### config.mk
export PLATFORM = sky130hd
export DESIGN_NAME = irq_dest_router
export DESIGN_NICKNAME = d
export VERILOG_FILES = /design/src/rtl/irq_route_pkg.sv /design/src/rtl/irq_sel_regs.sv /design/src/rtl/irq_l1_router.sv /design/src/rtl/irq_l2_router.sv /design/src/rtl/irq_dest_router.sv
export SDC_FILE = /design/constraint.sdc
export NUM_CORES = 2
export LEC_CHECK = 0
export BUFFER_PORTS_ARGS = -buffer_cell sky130_fd_sc_hd__buf_2
export CAP_MARGIN = 20
export CORE_ASPECT_RATIO = 1.25
export CORE_MARGIN = 4
export CORE_UTILIZATION = 30
export CTS_CLUSTER_SIZE = 25
export DETAILED_ROUTE_END_ITERATION = 6
export RECOVER_POWER = 50
export SLEW_MARGIN = 20
export SYNTH_ARGS = -nofsm -noshare
export SYNTH_HDL_FRONTEND = slang
export SYNTH_SLANG_ARGS = --single-unit
### constraint.sdc
create_clock -name clk -period 3.25 [get_ports clk]
set_clock_uncertainty 0.2 [all_clocks]
set_input_delay 0.4875 -clock clk [delete_from_list [all_inputs] [get_ports clk]]
set_output_delay 0.4875 -clock clk [all_outputs]
set_load 0.005 [all_outputs]
### src/rtl/irq_route_pkg.sv
package irq_route_pkg;
  localparam int SEL_W = 3;
  typedef logic [SEL_W-1:0] dsel_t;

  // first-level codes
  localparam dsel_t L1_MAIN = 3'd0;
  localparam dsel_t L1_AUXA = 3'd1;
  localparam dsel_t L1_AUXB = 3'd2;

  // second-level codes; the numbering is the decode order
  localparam dsel_t L2_LINE_A  = 3'd0;
  localparam dsel_t L2_HANDOFF = 3'd1;
  localparam dsel_t L2_LINE_D  = 3'd2;
  localparam dsel_t L2_LINE_E  = 3'd3;
  localparam dsel_t L2_LINE_B  = 3'd4;
  localparam dsel_t L2_LINE_C  = 3'd5;
  localparam dsel_t L2_BOOT    = 3'd6;

  // codes 0..5 of the second level feed per-group OR trees
  localparam int L2_GROUPED = 6;
endpackage

### src/rtl/irq_sel_regs.sv
module irq_sel_regs
  import irq_route_pkg::*;
#(
  parameter int N_CFG = 18,
  parameter int IDX_W = 5
) (
  input  logic                   clk,
  input  logic                   rst_n,
  input  logic                   cfg_we,
  input  logic [IDX_W-1:0]       cfg_idx,
  input  dsel_t                  cfg_sel,
  output logic [N_CFG*SEL_W-1:0] sel_q
);
  localparam logic [IDX_W:0] LIMIT = (IDX_W+1)'(N_CFG);

  for (genvar e = 0; e < N_CFG; e++) begin : g_ent
    always_ff @(posedge clk) begin
      if (!rst_n)
        sel_q[e*SEL_W +: SEL_W] <= '0;
      else if (cfg_we && cfg_idx == IDX_W'(e))
        sel_q[e*SEL_W +: SEL_W] <= cfg_sel;
    end

    // an addressed write lands one edge later
    a_r8_write_lands: assert property (@(posedge clk) disable iff (!rst_n)
      (cfg_we && cfg_idx == IDX_W'(e)) |=> sel_q[e*SEL_W +: SEL_W] == $past(cfg_sel));
  end

  // no strobe, no change
  a_r9_idle_hold: assert property (@(posedge clk) disable iff (!rst_n)
    !cfg_we |=> $stable(sel_q));

  // out-of-range address, no change
  a_r9_range_hold: assert property (@(posedge clk) disable iff (!rst_n)
    (cfg_we && {1'b0, cfg_idx} >= LIMIT) |=> $stable(sel_q));
endmodule

### src/rtl/irq_l1_router.sv
module irq_l1_router
  import irq_route_pkg::*;
#(
  parameter int N_IN = 10
) (
  input  logic                  clk,
  input  logic                  rst_n,
  input  logic [N_IN-1:0]       req_in,
  input  logic [N_IN*SEL_W-1:0] sel,
  output logic [N_IN-1:0]       main_req,
  output logic [N_IN-1:0]       auxa_req,
  output logic [N_IN-1:0]       auxb_req
);
  for (genvar i = 0; i < N_IN; i++) begin : g_src
    dsel_t s;
    assign s = sel[i*SEL_W +: SEL_W];
    assign main_req[i] = req_in[i] && (s == L1_MAIN);
    assign auxa_req[i] = req_in[i] && (s == L1_AUXA);
    assign auxb_req[i] = req_in[i] && (s == L1_AUXB);

    // one entry never lands on two processors
    a_r3_single_dest: assert property (@(posedge clk) disable iff (!rst_n)
      $onehot0({main_req[i], auxa_req[i], auxb_req[i]}));
  end
endmodule

### src/rtl/irq_l2_router.sv
module irq_l2_router
  import irq_route_pkg::*;
#(
  parameter int N_HIGH   = 8,
  parameter int GRP_W    = 4,
  parameter int N_GROUPS = 2
) (
  input  logic [N_HIGH-1:0]       irq_hi,
  input  logic [N_HIGH*SEL_W-1:0] sel,
  output logic [N_GROUPS-1:0]     line_a,
  output logic [N_GROUPS-1:0]     line_b,
  output logic [N_GROUPS-1:0]     line_c,
  output logic [N_GROUPS-1:0]     line_d,
  output logic [N_GROUPS-1:0]     line_e,
  output logic [N_GROUPS-1:0]     handoff,
  output logic [N_HIGH-1:0]       boot_req
);
  logic [N_HIGH-1:0]   hit [L2_GROUPED];
  logic [N_GROUPS-1:0] grp [L2_GROUPED];

  for (genvar j = 0; j < N_HIGH; j++) begin : g_src
    dsel_t s;
    assign s = sel[j*SEL_W +: SEL_W];
    for (genvar d = 0; d < L2_GROUPED; d++) begin : g_code
      assign hit[d][j] = irq_hi[j] && (s == dsel_t'(d));
    end
    assign boot_req[j] = irq_hi[j] && (s == L2_BOOT);
  end

  for (genvar g = 0; g < N_GROUPS; g++) begin : g_grp
    localparam int LO = g * GRP_W;
    localparam int HI = (((g + 1) * GRP_W < N_HIGH) ? (g + 1) * GRP_W : N_HIGH) - 1;
    for (genvar d = 0; d < L2_GROUPED; d++) begin : g_or
      assign grp[d][g] = |hit[d][HI:LO];
    end
  end

  assign line_a  = grp[int'(L2_LINE_A)];
  assign handoff = grp[int'(L2_HANDOFF)];
  assign line_d  = grp[int'(L2_LINE_D)];
  assign line_e  = grp[int'(L2_LINE_E)];
  assign line_b  = grp[int'(L2_LINE_B)];
  assign line_c  = grp[int'(L2_LINE_C)];
endmodule

### src/rtl/irq_dest_router.sv
module irq_dest_router
  import irq_route_pkg::*;
#(
  parameter int N_LOW    = 128,
  parameter int N_HIGH   = 64,
  parameter int GRP_W    = 32,
  localparam int N_GROUPS = (N_HIGH + GRP_W - 1) / GRP_W,
  localparam int N_SRC    = N_LOW + N_HIGH,
  localparam int N_L1     = N_LOW + N_GROUPS,
  localparam int N_CFG    = N_SRC + N_GROUPS,
  localparam int IDX_W    = $clog2(N_CFG)
) (
  input  logic                clk,
  input  logic                rst_n,
  input  logic [N_SRC-1:0]    irq_in,
  input  logic                cfg_we,
  input  logic [IDX_W-1:0]    cfg_idx,
  input  logic [SEL_W-1:0]    cfg_sel,
  output logic [N_L1-1:0]     main_req,
  output logic [N_L1-1:0]     auxa_req,
  output logic [N_L1-1:0]     auxb_req,
  output logic [N_GROUPS-1:0] line_a,
  output logic [N_GROUPS-1:0] line_b,
  output logic [N_GROUPS-1:0] line_c,
  output logic [N_GROUPS-1:0] line_d,
  output logic [N_GROUPS-1:0] line_e,
  output logic [N_HIGH-1:0]   boot_req
);
  logic [N_CFG*SEL_W-1:0] sel_q;
  logic [N_GROUPS-1:0]    handoff;
  logic [N_HIGH-1:0]      irq_hi;
  logic [N_L1-1:0]        l1_in;
  logic [N_L1*SEL_W-1:0]  l1_sel;

  irq_sel_regs #(.N_CFG(N_CFG), .IDX_W(IDX_W)) u_regs (
    .clk(clk), .rst_n(rst_n), .cfg_we(cfg_we), .cfg_idx(cfg_idx),
    .cfg_sel(cfg_sel), .sel_q(sel_q)
  );

  assign irq_hi = irq_in[N_SRC-1:N_LOW];

  irq_l2_router #(.N_HIGH(N_HIGH), .GRP_W(GRP_W), .N_GROUPS(N_GROUPS)) u_l2 (
    .irq_hi(irq_hi), .sel(sel_q[N_SRC*SEL_W-1:N_LOW*SEL_W]),
    .line_a(line_a), .line_b(line_b), .line_c(line_c), .line_d(line_d),
    .line_e(line_e), .handoff(handoff), .boot_req(boot_req)
  );

  // hand-off groups sit above the direct first-level sources
  assign l1_in  = {handoff, irq_in[N_LOW-1:0]};
  assign l1_sel = {sel_q[N_CFG*SEL_W-1:N_SRC*SEL_W], sel_q[N_LOW*SEL_W-1:0]};

  irq_l1_router #(.N_IN(N_L1)) u_l1 (
    .clk(clk), .rst_n(rst_n), .req_in(l1_in), .sel(l1_sel),
    .main_req(main_req), .auxa_req(auxa_req), .auxb_req(auxb_req)
  );

  for (genvar i = 0; i < N_LOW; i++) begin : g_low_chk
    // a first-level output bit needs its own source
    a_r2_low_origin: assert property (@(posedge clk) disable iff (!rst_n)
      (main_req[i] || auxa_req[i] || auxb_req[i]) |-> irq_in[i]);
  end

  for (genvar g = 0; g < N_GROUPS; g++) begin : g_grp_chk
    localparam int LO = N_LOW + g * GRP_W;
    localparam int HI = N_LOW + ((((g + 1) * GRP_W < N_HIGH) ? (g + 1) * GRP_W : N_HIGH) - 1);
    // a shared line bit needs an active source of its own group
    a_r5_line_origin: assert property (@(posedge clk) disable iff (!rst_n)
      (line_a[g] || line_b[g] || line_c[g] || line_d[g] || line_e[g]) |-> (|irq_in[HI:LO]));
    // a merged hand-off request with a valid code reaches a processor
    a_r6_handoff_path: assert property (@(posedge clk) disable iff (!rst_n)
      (handoff[g] && sel_q[(N_SRC+g)*SEL_W +: SEL_W] <= L1_AUXB)
        |-> (main_req[N_LOW+g] || auxa_req[N_LOW+g] || auxb_req[N_LOW+g]));
  end
endmodule

==> flow_summary.ini <==
[power_and_ir_drop]
power_uw = 16150
p_switching_uw = 3893
switching_share_pct = 24.11
p_int_uw = 12260
power_frac_seq_pct = 44.3
pwr-share-clk_pct = 48.1
power_density_nw_per_um2 = 405.4
power_leakage_uw = 0.01606
ir_worst_vdd_mv = 0.3042
combPwrFrac_pct = 7.6

[yosys]
ys_ff_latch = 582
yosysUniqueCellTypes = 47
synth_top_area_share_pct = 35.38
synth_ff_type = dfxtp_1
netlist_instances = 3182
synthArstFlopShare_pct = 0
synth_edf_count = 0
synth.net_count = 3388
synth.area.top_cells = dfxtp_1, mux2i_1, nor4bb_1, nor2b_1, nor4b_1
synth_seq_area_share_pct = 35.38
yosysWarnings = 0
synth_top_cell_by_area = dfxtp_1
synth.avg_cell_area_sq_um = 10.35
syn_area_sq_um = 32930

[drt]
first_pass_iters = 5
ant_nets = 0
drtIter0Drc = 1765
post_drt_wl_per_cell_microns = 23.57
viasPerCell = 5.364
vias = 28530
post-route-drc-count = 0
wl_mm = 125.4

[floorplan]
io-pin-count = 670
core_sq_um = 108600
die_x_microns = 304.3
initial_core_util_pct = 30.32
die_height_microns = 378.4
dieArea_sq_um = 115200
rows = 135

[critical_path]
crit_fanout = 8
path_cells = nor4bb_2 -> nor4_1 -> buf_4 -> and4_1 -> a2111oi_0 -> buf_2
critPathLaunchType = flop
cp_slowest_cell = dfxtp_1
cpPeakStageDelay_ps = 380
crit_buf_inv = 2
worst-setup-path-type = flop to output pin
required_ps = 2560
end_kind = output pin
arrival_ps = 2450
cp_top_family = simple AND/OR/NAND/NOR gates

[grt]
grt.total_usage_pct = 20.44
grt_pass1_wl_mm = 181.8
overflow = 0
first_global_vias = 27550
antenna_found_initial = 15
grt_start_max_net_pins = 109

[clocking]
cts_max_path_buffers = 3
htree_levels = 3
root_buffer = clkbuf_16
clk_pin_slew_ps = 50
numCtsBuffers = 66
clock_latency_ps = 580
cts.sinks = 582
cts_tree = yes

[sta]
post-route-period-util_pct = 96.43
slew_headroom_pct = 3.014
grt_setup_unrepaired = no
setup_violations = 0
worst_slew_pin_slew_ps = 1455
timing.final.max_slew_violations = 0
fmax_mhz = 319.1
period_needed_ps = 3134
tns_ps = 0
hold_viol = 0
fin_hold_ws_ps = 145.6

[finish]
layout_commonest_cell = buf_2
largest_register = u_regs.sel_q
fin_cells = 5319
reg_top3 = u_regs.sel_q: 582 flops
syn_to_final_growth_pct = 20.99
largest_register_ffs = 582
drive_gt1_share_pct = 23.30
fin_nets = 4028
final_cell_mix = buf_2, nor2b_1, mux2i_1

[placement]
io_buffers = 669
place_congestion = 0.9610
dp_cells = 5192
hpwl_mm = 92.41

[min_path]
hold_class = primary input to flop

[job]
cap_violations = 0

[status]
status = complete, no violations
==> worst register-to-register path, delay by kind of cell, from the launching register on <==
family	cells	cell delay, ps
simple gates	1	130
flops	1	490
mux	1	60
buf+inv	1	190
==> final timing paths <==
check	from	endpoint	slack, ps	depth (start not counted)
worst max-delay path	u_regs.sel_q[433]$_SDFFE_PN0P_	auxb_req[128]	120	6
worst min-delay path	cfg_sel[2]	u_regs.sel_q[212]$_SDFFE_PN0P_	150	3
worst max register to register	u_regs.sel_q[537]$_SDFFE_PN0P_	u_regs.sel_q[537]$_SDFFE_PN0P_	2130	3
worst min register to register	u_regs.sel_q[307]$_SDFFE_PN0P_	u_regs.sel_q[307]$_SDFFE_PN0P_	350	2
==> metal layers <==
metal / GRT usage (%) / routed length, microns / vias up
met5: 0 / 54 / -
met4: 7.164 / 4150 / 8
met3: 3.300 / 5951 / 215
met2: 36.18 / 62090 / 880
met1: 25.15 / 53120 / 13900
li1: - / - / 13530
==> synth_stat cells (33+ instances only) <==
master    count
and4b_1      60
mux2i_1     582
buf_2        43
nor2b_1     586
nor4b_1     192
nor2_1       33
nand4b_1    127
nor4bb_1    417
nand4_1      79
nor3_2       51
nand3_1      65
dfxtp_1     582
nor4_1       55
nor3_4       47
clkbuf_1    128
==> kinds of logic (layout without fill, tap and decap cells) <==
family	after synthesis	count (layout)	synth area share [%]
AOI/OAI and AO/OA	39	39	0.8130
buffers and inverters	204	893	2.675
DFF	582	582	35.38
muxes	582	582	17.69
other	0	10	0
and+or+nand+nor	1775	1775	43.44
==> metrics by stage <==
stage	worst slack (ps)	util (%)	instance area, sq um
3_3_place_gp	332.2	35.25	38290
2_1_floorplan	1068	-	32930
3_5_place_dp	360.4	35.25	38290
5_1_grt	11.59	36.68	39840
4_1_cts	18.67	37.34	40550
6_report	116.2	36.68	39840
==> power by group through the flow <==
stage	Sequential (uW)	Clock, uW	Combinational [uW]
final	7150	7770	1230
after global routing	7150	8260	1320
after detailed placement	7310	0	1290
after global placement	7310	0	1280
after CTS	7150	7990	1300
after floorplan	7310	0	670
==> final cells by class <==
class	count	area, sq um
clock inverters	19	275.3
repair buffers	773	4268
inverters	3	11.26
well taps	1438	1799
flip-flops and latches	582	11660
multi-input cells	2396	19850
clock buffers	98	1953
diodes	10	25.02
fillers	11030	68770
==> what timing repair did <==
action                     4_1_cts  5_1_grt
buffers inserted                 0        0
pin swaps                        0        0
setup endpoints to repair        3        4
hold buffers                     0        0
gates resized for setup          6       23
Power figures use the tool's default switching activity.
